[src/rtl/aligner_pkg.sv]
// Package: shared widths and the lock state type for the stream aligner.
// Assumes 16-bit I and Q words and a 32-bit sample number.
package aligner_pkg;
    localparam int HALF_W = 16;
    localparam int CNT_W  = 2 * HALF_W;
    localparam int CH_W   = 2 * HALF_W;

    typedef enum logic {
        ST_SEARCH = 1'b0,
        ST_LOCKED = 1'b1
    } lock_state_t;
endpackage

[src/rtl/aligner_cnt_extract.sv]
// Module: rebuilds the 32-bit sample number from the counter channel.
// Assumes the channel is given as {I, Q}, where I carries the upper half.
module aligner_cnt_extract
    import aligner_pkg::*;
(
    input  logic [CH_W-1:0]  cnt_chan,
    output logic [CNT_W-1:0] sample_num
);
    logic [HALF_W-1:0] i_word;
    logic [HALF_W-1:0] q_word;

    // Split the channel into its I and Q words and join them upper-first.
    always_comb begin
        i_word     = cnt_chan[HALF_W +: HALF_W];
        q_word     = cnt_chan[0 +: HALF_W];
        sample_num = {i_word, q_word};
    end
endmodule

[src/rtl/aligner_compare.sv]
// Module: compares two sample numbers modulo 2^CNT_W.
// Assumes the true distance between the heads is below 2^(CNT_W-1).
module aligner_compare #(
    parameter int CNT_W = 32
) (
    input  logic [CNT_W-1:0] num_a,
    input  logic [CNT_W-1:0] num_b,
    output logic             same,
    output logic             a_behind,
    output logic             b_behind
);
    logic [CNT_W-1:0] diff;

    // Wrapping difference; its top bit set means A trails B.
    always_comb begin
        diff     = num_a - num_b;
        same     = (diff == '0);
        a_behind = diff[CNT_W-1];
        b_behind = !same && !diff[CNT_W-1];
    end
endmodule

[src/rtl/aligner_lock_ctrl.sv]
// Module: tracks whether the streams are aligned and flags loss of alignment.
// Assumes 'fire' marks an accepted combined frame and 'slip' marks a mismatched head pair.
module aligner_lock_ctrl
    import aligner_pkg::*;
(
    input  logic clk,
    input  logic rst_n,
    input  logic fire,
    input  logic slip,
    output logic locked,
    output logic align_err
);
    lock_state_t state_q;
    lock_state_t state_d;
    logic        err_d;

    // Next-state choice: lock on a forwarded pair, fall back on a slip.
    always_comb begin
        state_d = state_q;
        err_d   = 1'b0;
        if (state_q == ST_LOCKED && slip) begin
            state_d = ST_SEARCH;
            err_d   = 1'b1;
        end else if (fire) begin
            state_d = ST_LOCKED;
        end
    end

    // State and error pulse registers with synchronous active-low reset.
    always_ff @(posedge clk) begin
        if (!rst_n) begin
            state_q   <= ST_SEARCH;
            align_err <= 1'b0;
        end else begin
            state_q   <= state_d;
            align_err <= err_d;
        end
    end

    assign locked = (state_q == ST_LOCKED);
endmodule

[src/rtl/sample_aligner.sv]
// Module: aligns two sample-numbered streams by discarding the lagging head.
// Assumes NUM_CH (2 or 4) channels of 32 bits per frame, with the counter on channel 0.
// ALIGN_INTERVAL is accepted for configuration compatibility and does not affect behaviour.
module sample_aligner
    import aligner_pkg::*;
#(
    parameter int NUM_CH         = 2,
    parameter int ALIGN_INTERVAL = 0
) (
    input  logic                   clk,
    input  logic                   rst_n,
    input  logic                   a_valid,
    output logic                   a_ready,
    input  logic [NUM_CH*CH_W-1:0] a_data,
    input  logic                   b_valid,
    output logic                   b_ready,
    input  logic [NUM_CH*CH_W-1:0] b_data,
    output logic                   out_valid,
    input  logic                   out_ready,
    output logic [NUM_CH*CH_W-1:0] out_a_data,
    output logic [NUM_CH*CH_W-1:0] out_b_data,
    output logic                   locked,
    output logic                   align_err
);
    localparam int FRAME_W = NUM_CH * CH_W;
    localparam int N_STR   = 2;

    if (NUM_CH != 2 && NUM_CH != 4) begin : g_bad_ch
        $error("sample_aligner: NUM_CH must be 2 or 4");
    end
    if (ALIGN_INTERVAL < 0) begin : g_bad_interval
        $error("sample_aligner: ALIGN_INTERVAL must not be negative");
    end

    logic [FRAME_W-1:0] frame   [N_STR];
    logic [CNT_W-1:0]   num     [N_STR];
    logic               same;
    logic               a_behind;
    logic               b_behind;
    logic               both_valid;
    logic               fire;
    logic               slip;

    assign frame[0] = a_data;
    assign frame[1] = b_data;

    for (genvar s = 0; s < N_STR; s++) begin : g_extract
        aligner_cnt_extract u_extract (
            .cnt_chan   (frame[s][CH_W-1:0]),
            .sample_num (num[s])
        );
    end

    aligner_compare #(.CNT_W(CNT_W)) u_compare (
        .num_a    (num[0]),
        .num_b    (num[1]),
        .same     (same),
        .a_behind (a_behind),
        .b_behind (b_behind)
    );

    // Handshake decision: forward a matched pair, or drop the trailing head.
    always_comb begin
        both_valid = a_valid && b_valid;
        out_valid  = both_valid && same;
        fire       = out_valid && out_ready;
        slip       = both_valid && !same;
        a_ready    = fire || (both_valid && a_behind);
        b_ready    = fire || (both_valid && b_behind);
    end

    assign out_a_data = a_data;
    assign out_b_data = b_data;

    aligner_lock_ctrl u_lock (
        .clk       (clk),
        .rst_n     (rst_n),
        .fire      (fire),
        .slip      (slip),
        .locked    (locked),
        .align_err (align_err)
    );
endmodule

[config.mk]
export PLATFORM = sky130hd
export DESIGN_NAME = sample_aligner
export DESIGN_NICKNAME = d
export VERILOG_FILES = /design/src/rtl/aligner_pkg.sv /design/src/rtl/aligner_cnt_extract.sv /design/src/rtl/aligner_compare.sv /design/src/rtl/aligner_lock_ctrl.sv /design/src/rtl/sample_aligner.sv
export SDC_FILE = /design/constraint.sdc
export NUM_CORES = 1
export LEC_CHECK = 0
export ABC_AREA = 1
export BUFFER_PORTS_ARGS = -buffer_cell sky130_fd_sc_hd__clkbuf_2
export CAP_MARGIN = 25
export CORE_MARGIN = 2
export CORE_UTILIZATION = 30
export CTS_CLUSTER_DIAMETER = 30
export CTS_CLUSTER_SIZE = 16
export DETAILED_ROUTE_END_ITERATION = 12
export SLEW_MARGIN = 20
export SYNTH_ARGS = -nofsm -noshare
export SYNTH_HDL_FRONTEND = slang
export SYNTH_SLANG_ARGS = --single-unit
[constraint.sdc]
create_clock -name clk -period 5.2 [get_ports clk]
set_input_delay 1.3 -clock clk [delete_from_list [all_inputs] [get_ports clk]]
set_output_delay 1.3 -clock clk [all_outputs]
set_load 0.01 [all_outputs]
# --- Word level (Yosys, flattened, before mapping) ---
# Index checks and enable logic that the tools add are counted.
word_totals:
  regBits: 2
  inputBits: 133
  out_inout_bits: 133
  word_cells: 19
classes:
  add_sub_neg: 1
  mux: 1
  n_bitwise: 1
  n_reduce_logical: 14
ops:
  columns: ["op", "n"]
  rows:
  - ["32-bit logical NOT", 1]
  - ["32-bit subtractor", 1]
  - ["1-bit logical AND", 8]
  - ["1-bit logical NOT", 2]
  - ["1-bit logical OR", 2]
  - ["2-bit OR reduction", 1]
  - ["1-bit two-way mux", 1]
  - ["1-bit NOT", 1]

# --- Logic depth before layout (Yosys ltp) ---
depth:
  word_depth: 6
  depth_mapped: 21
  mapped_depth_nobuf: 21

# --- Modules after synthesis ---
# A second synthesis with hierarchy kept.
unflattened:
  hier_cells: 854
  hier_area_um2: 4540.6
modules_own_cells:
  columns: ["module", "instances", "cells_each", "area_each_um2", "seq_area_each_um2"]
  rows:
  - ["aligner_compare", 1, 643, 2990.4, 0.0]
  - ["sample_aligner", 1, 139, 1004.7, 0.0]
  - ["aligner_cnt_extract", 2, 32, 240.2, 0.0]
  - ["aligner_lock_ctrl", 1, 8, 65.1, 40.0]

# --- Worst setup path after synthesis ---
# Ideal clock, no wire load.
synth_path:
  path_kind: "input port to output port"
  startpoint: "input port b_data[5]"
  endpoint: "output port out_valid"
  arrival_ns: 3.046
  required_time_ns: 3.900
  slack_ns: 0.854
  stages: 17
  path_buffers: 0
  cell_sequence: "inv_1 -> ha_1 -> nand2_2 -> inv_1 -> a21oi_2 -> nand2_2 -> nand2_1 -> nand2_2 -> nand2_1 -> nand2_1 -> nor3b_1 -> nand2_1 -> nor2_1 -> nand3_1 -> nor3_1 -> nand2_1 -> nor2_1"
synth_between:
  elab_chain_len: 3
synth_rtl:
  columns: ["element", "line", "text"]
  rows:
  - ["from (decl)", "sample_aligner.sv:17", "input logic [NUM_CH*CH_W-1:0] b_data,"]
  - ["32-bit subtractor", "aligner_compare.sv:16", "diff = num_a - num_b;"]
  - ["32-bit logical NOT", "aligner_compare.sv:17", "same = (diff == '0);"]
  - ["1-bit logical AND", "sample_aligner.sv:65", "out_valid = both_valid && same;"]
  - ["to (decl)", "sample_aligner.sv:18", "output logic out_valid,"]
# Every way passes these cells.

# --- Worst setup path in the final report ---
layout_path:
  startpoint: "input port b_data[15]"
  endpoint: "output port b_ready"
layout_between:
  elab_chain_len: 6
layout_rtl:
  columns: ["element", "line", "text"]
  rows:
  - ["32-bit subtractor (*)", "aligner_compare.sv:16", null]
  - ["32-bit logical NOT", "aligner_compare.sv:17", null]
  - ["1-bit logical NOT", "aligner_compare.sv:19", "b_behind = !same && !diff[CNT_W-1];"]
  - ["1-bit logical AND", "aligner_compare.sv:19", null]
  - ["1-bit logical AND", "sample_aligner.sv:69", "b_ready = fire || (both_valid && b_behind);"]
  - ["1-bit logical OR (*)", "sample_aligner.sv:69", null]
  - ["to (decl)", "sample_aligner.sv:16", "output logic b_ready,"]
# Every way passes the cells marked *; elsewhere a longest branch is shown, timed or not.

==> results.toml <==
[pwr]
seq_power_share_pct = 2.7
clockPowerShare_pct = 19.7
powerDensity_nw_per_um2 = 140
p_sw_w = 0.000310
p_int_w = 0.000271
p_comb_share_pct = 77.6
p_leak_nw = 2.85
ir_worst_vdd_mv = 0.197
swShare_pct = 53.3

[routing]
top_layer_used = "met4"
antenna_left = 0
wl_met2_um = 4820
via_per_inst = 4.33
num_vias = 4301
wirelength_met1_um = 5180
first_pass_iters = 7
wl_met3_um = 678
drt_iter0_drc = 232
finalWirelength_um = 10900
remaining_drc_errors = 0
routedWlPerCell_um = 10.9

[sta]
fmax_ghz = 0.203
worst_pin_slew_ns = 0.388
setup_tns_ns = 0
final.period_utilization_pct = 94.7
finalSetupViolations = 0
finalMaxSlewViolations = 0
max_slew_margin_pct = 74.0
fin_skew_ns = 0.00132
min_period_ns = 4.93
finalHoldViolations = 0
rsz0062_at_grt = "no"

[synth]
synth_top_area_share_pct = 24.6
synth_largest_area_cell = "nand2_1"
synth-edff-count = 0
yosys_warnings = 0
synth_nets = 970
synth-main-ff-cell = "dfxtp_1"
synth_seq_cells = 2
synthCells = 806
synth_most_common_cell = "nand2_1"
syn_area_um2 = 4130
synthDistinctLibCells = 28
ys_async_sr_fraction_pct = 0
synthTopCellsByCount = "271 x nand2_1, 166 x inv_1, 128 x buf_4"
avgSynthCellArea_um2 = 5.13
ys_seq_area_share_pct = 0.969
synth_area_leaders = "nand2_1 25%, buf_4 23%, inv_1 15%, ha_1 9.4%, nor2_1 6.0%"

[floorplanning]
die_area_um2 = 14700
row_count = 42
die_width_um = 121
io_pins = 266
initial_core_util_pct = 31.0
die_h_um = 121
core_um2 = 13300

[grt]
grt_max_degree = 7
grt_pass1_vias = 3862
grt_use_total_pct = 14.3
grt.overflow.total = 0
antenna_found_initial = 0
grt_pass1_wl_um = 17500

[clocking]
cts_buffers = 3
clock_sinks = 2
cts_root_buf = "clkbuf_16"
cts_tree = "yes"
clk_pin_slew_ns = 0.03
h-tree-depth = 1
postCtsSetupRepairBufs = 0
clk_latency_ns = 0.22
cts_max_path_buffers = 2

[cells_and_area]
antenna_cells = 0
fin_area_um2 = 4160
syn_to_final_growth_pct = 0.666
drive_gt1_share_pct = 21.9
nets = 984

[setup_path]
max_stage_delay_ns = 0.44
crit_type = "in2out"
start_kind = "input port"
critPathTopFamily = "simple AND/OR/NAND/NOR gates"
path_common_cell = "nand2_1"
critical_path_buf_inv_count = 4
cpMaxStageDelayCell = "ha_1"
end_kind = "primary output"
required_ns = 3.90
worstPathArrival_ns = 3.63
path_cells = "clkbuf_2 -> inv_1 -> ha_1 -> nand2_2 -> nor2_2 -> inv_1 -> nor2_2 -> nand4_1 -> nand3_1 -> nand2_1 -> nand2_1 -> nor2_1 -> nand2_1 -> nor2_2 -> nand3_1 -> nand2_1 -> o21ai_0 -> clkbuf_2"
cp_max_fo = 6

[placement]
place_area_um2 = 4080
port_buffers = 137
dpl.hpwl_um = 9830
gp_congestion = 0.918

[run]
drv_cap = 0

[outcome]
status = "completed"

[min_path]
hold_path.class = "reg2reg"
==> cells by family (layout without fill, tap and decap cells) <==
logic type | count (synthesis) | in the layout | synth area share (%)
and+or+nand+nor | 446 | 446 | 46.3
buffers and inverters | 298 | 310 | 38.7
adders and majority gates | 31 | 31 | 9.39
AOI/OAI and AO/OA | 24 | 24 | 3.60
xor gates and xnor gates | 5 | 5 | 1.06
DFF | 2 | 2 | 0.969
==> path summary, 6_finish.rpt <==
path                               startpoint                to  slack (ns)  cells after the start
worst max-delay path               b_data[15]           b_ready        0.27                     18
worst min register to register  u_lock.locked  u_lock.align_err        0.49                      2
worst min-delay path            u_lock.locked  u_lock.align_err        0.49                      2
worst max register to register  u_lock.locked     u_lock.locked        4.55                      3
==> stage by stage <==
step	total power [W]	util (%)	setup WS (ns)	hold slack, ns	std cells
global route	0.000648	31.2	0.00960	0.522	994
detailed placement	0.000462	30.5	0.246	0.481	991
finish	0.000582	31.2	0.273	0.485	994
global placement	0.000465	30.5	0.213	0.488	991
floorplan	0.000409	-	0.854	0.498	806
CTS	0.000582	31.1	0.245	0.486	994
==> sequential cells by signal (all words and copies together) (netlist names) <==
signal	count
u_lock.locked	1
u_lock.align_err	1
==> cell usage in the layout, fill, tap and decap left out, types with 5 or more instances in the layout <==
cell        n
inv_1     166
nor3_1      6
nand2_2    16
nand2_1   270
nor2_2      9
nand3_1    46
nand4_1    11
nor2_1     66
and2_1      6
nand3_2     5
clkbuf_2  137
ha_1       31
a21oi_1    15
==> worst register-to-register path, delay by kind of cell, from the launching register on <==
| kind | cells | cell delay [ns] |
|---|---|---|
| flip-flops | 1 | 0.35 |
| AND/OR/NAND/NOR | 3 | 0.20 |
==> per-layer routing <==
metal	global-route usage, %	up-vias
met4	3.45	0
met2	24.3	165
met5	0	-
li1	-	2316
met1	19.8	1792
met3	0.658	28
==> timing repair <==
item | CTS | global route
resized for setup | 0 | 2
hold buffers | 0 | 0
endpoints found under the setup margin | 0 | 1
==> power groups by stage <==
stage          registers [W]  clock network (W)  logic (W)
2_1_floorplan      0.0000157                  0   0.000393
3_3_place_gp       0.0000157                  0   0.000449
3_5_place_dp       0.0000157                  0   0.000446
4_1_cts            0.0000155           0.000117   0.000449
5_1_grt            0.0000155           0.000119   0.000513
6_report           0.0000155           0.000115   0.000452
==> area by class of cell <==
type / count / area [um^2]
clock buffers: 3 / 75.1
multi-input cells: 506 / 2500
inverters: 170 / 638
flip-flops and latches: 2 / 40.0
repair buffers: 137 / 686
fillers: 1594 / 9190
well taps: 176 / 220
(Power assumes the default switching activity.)
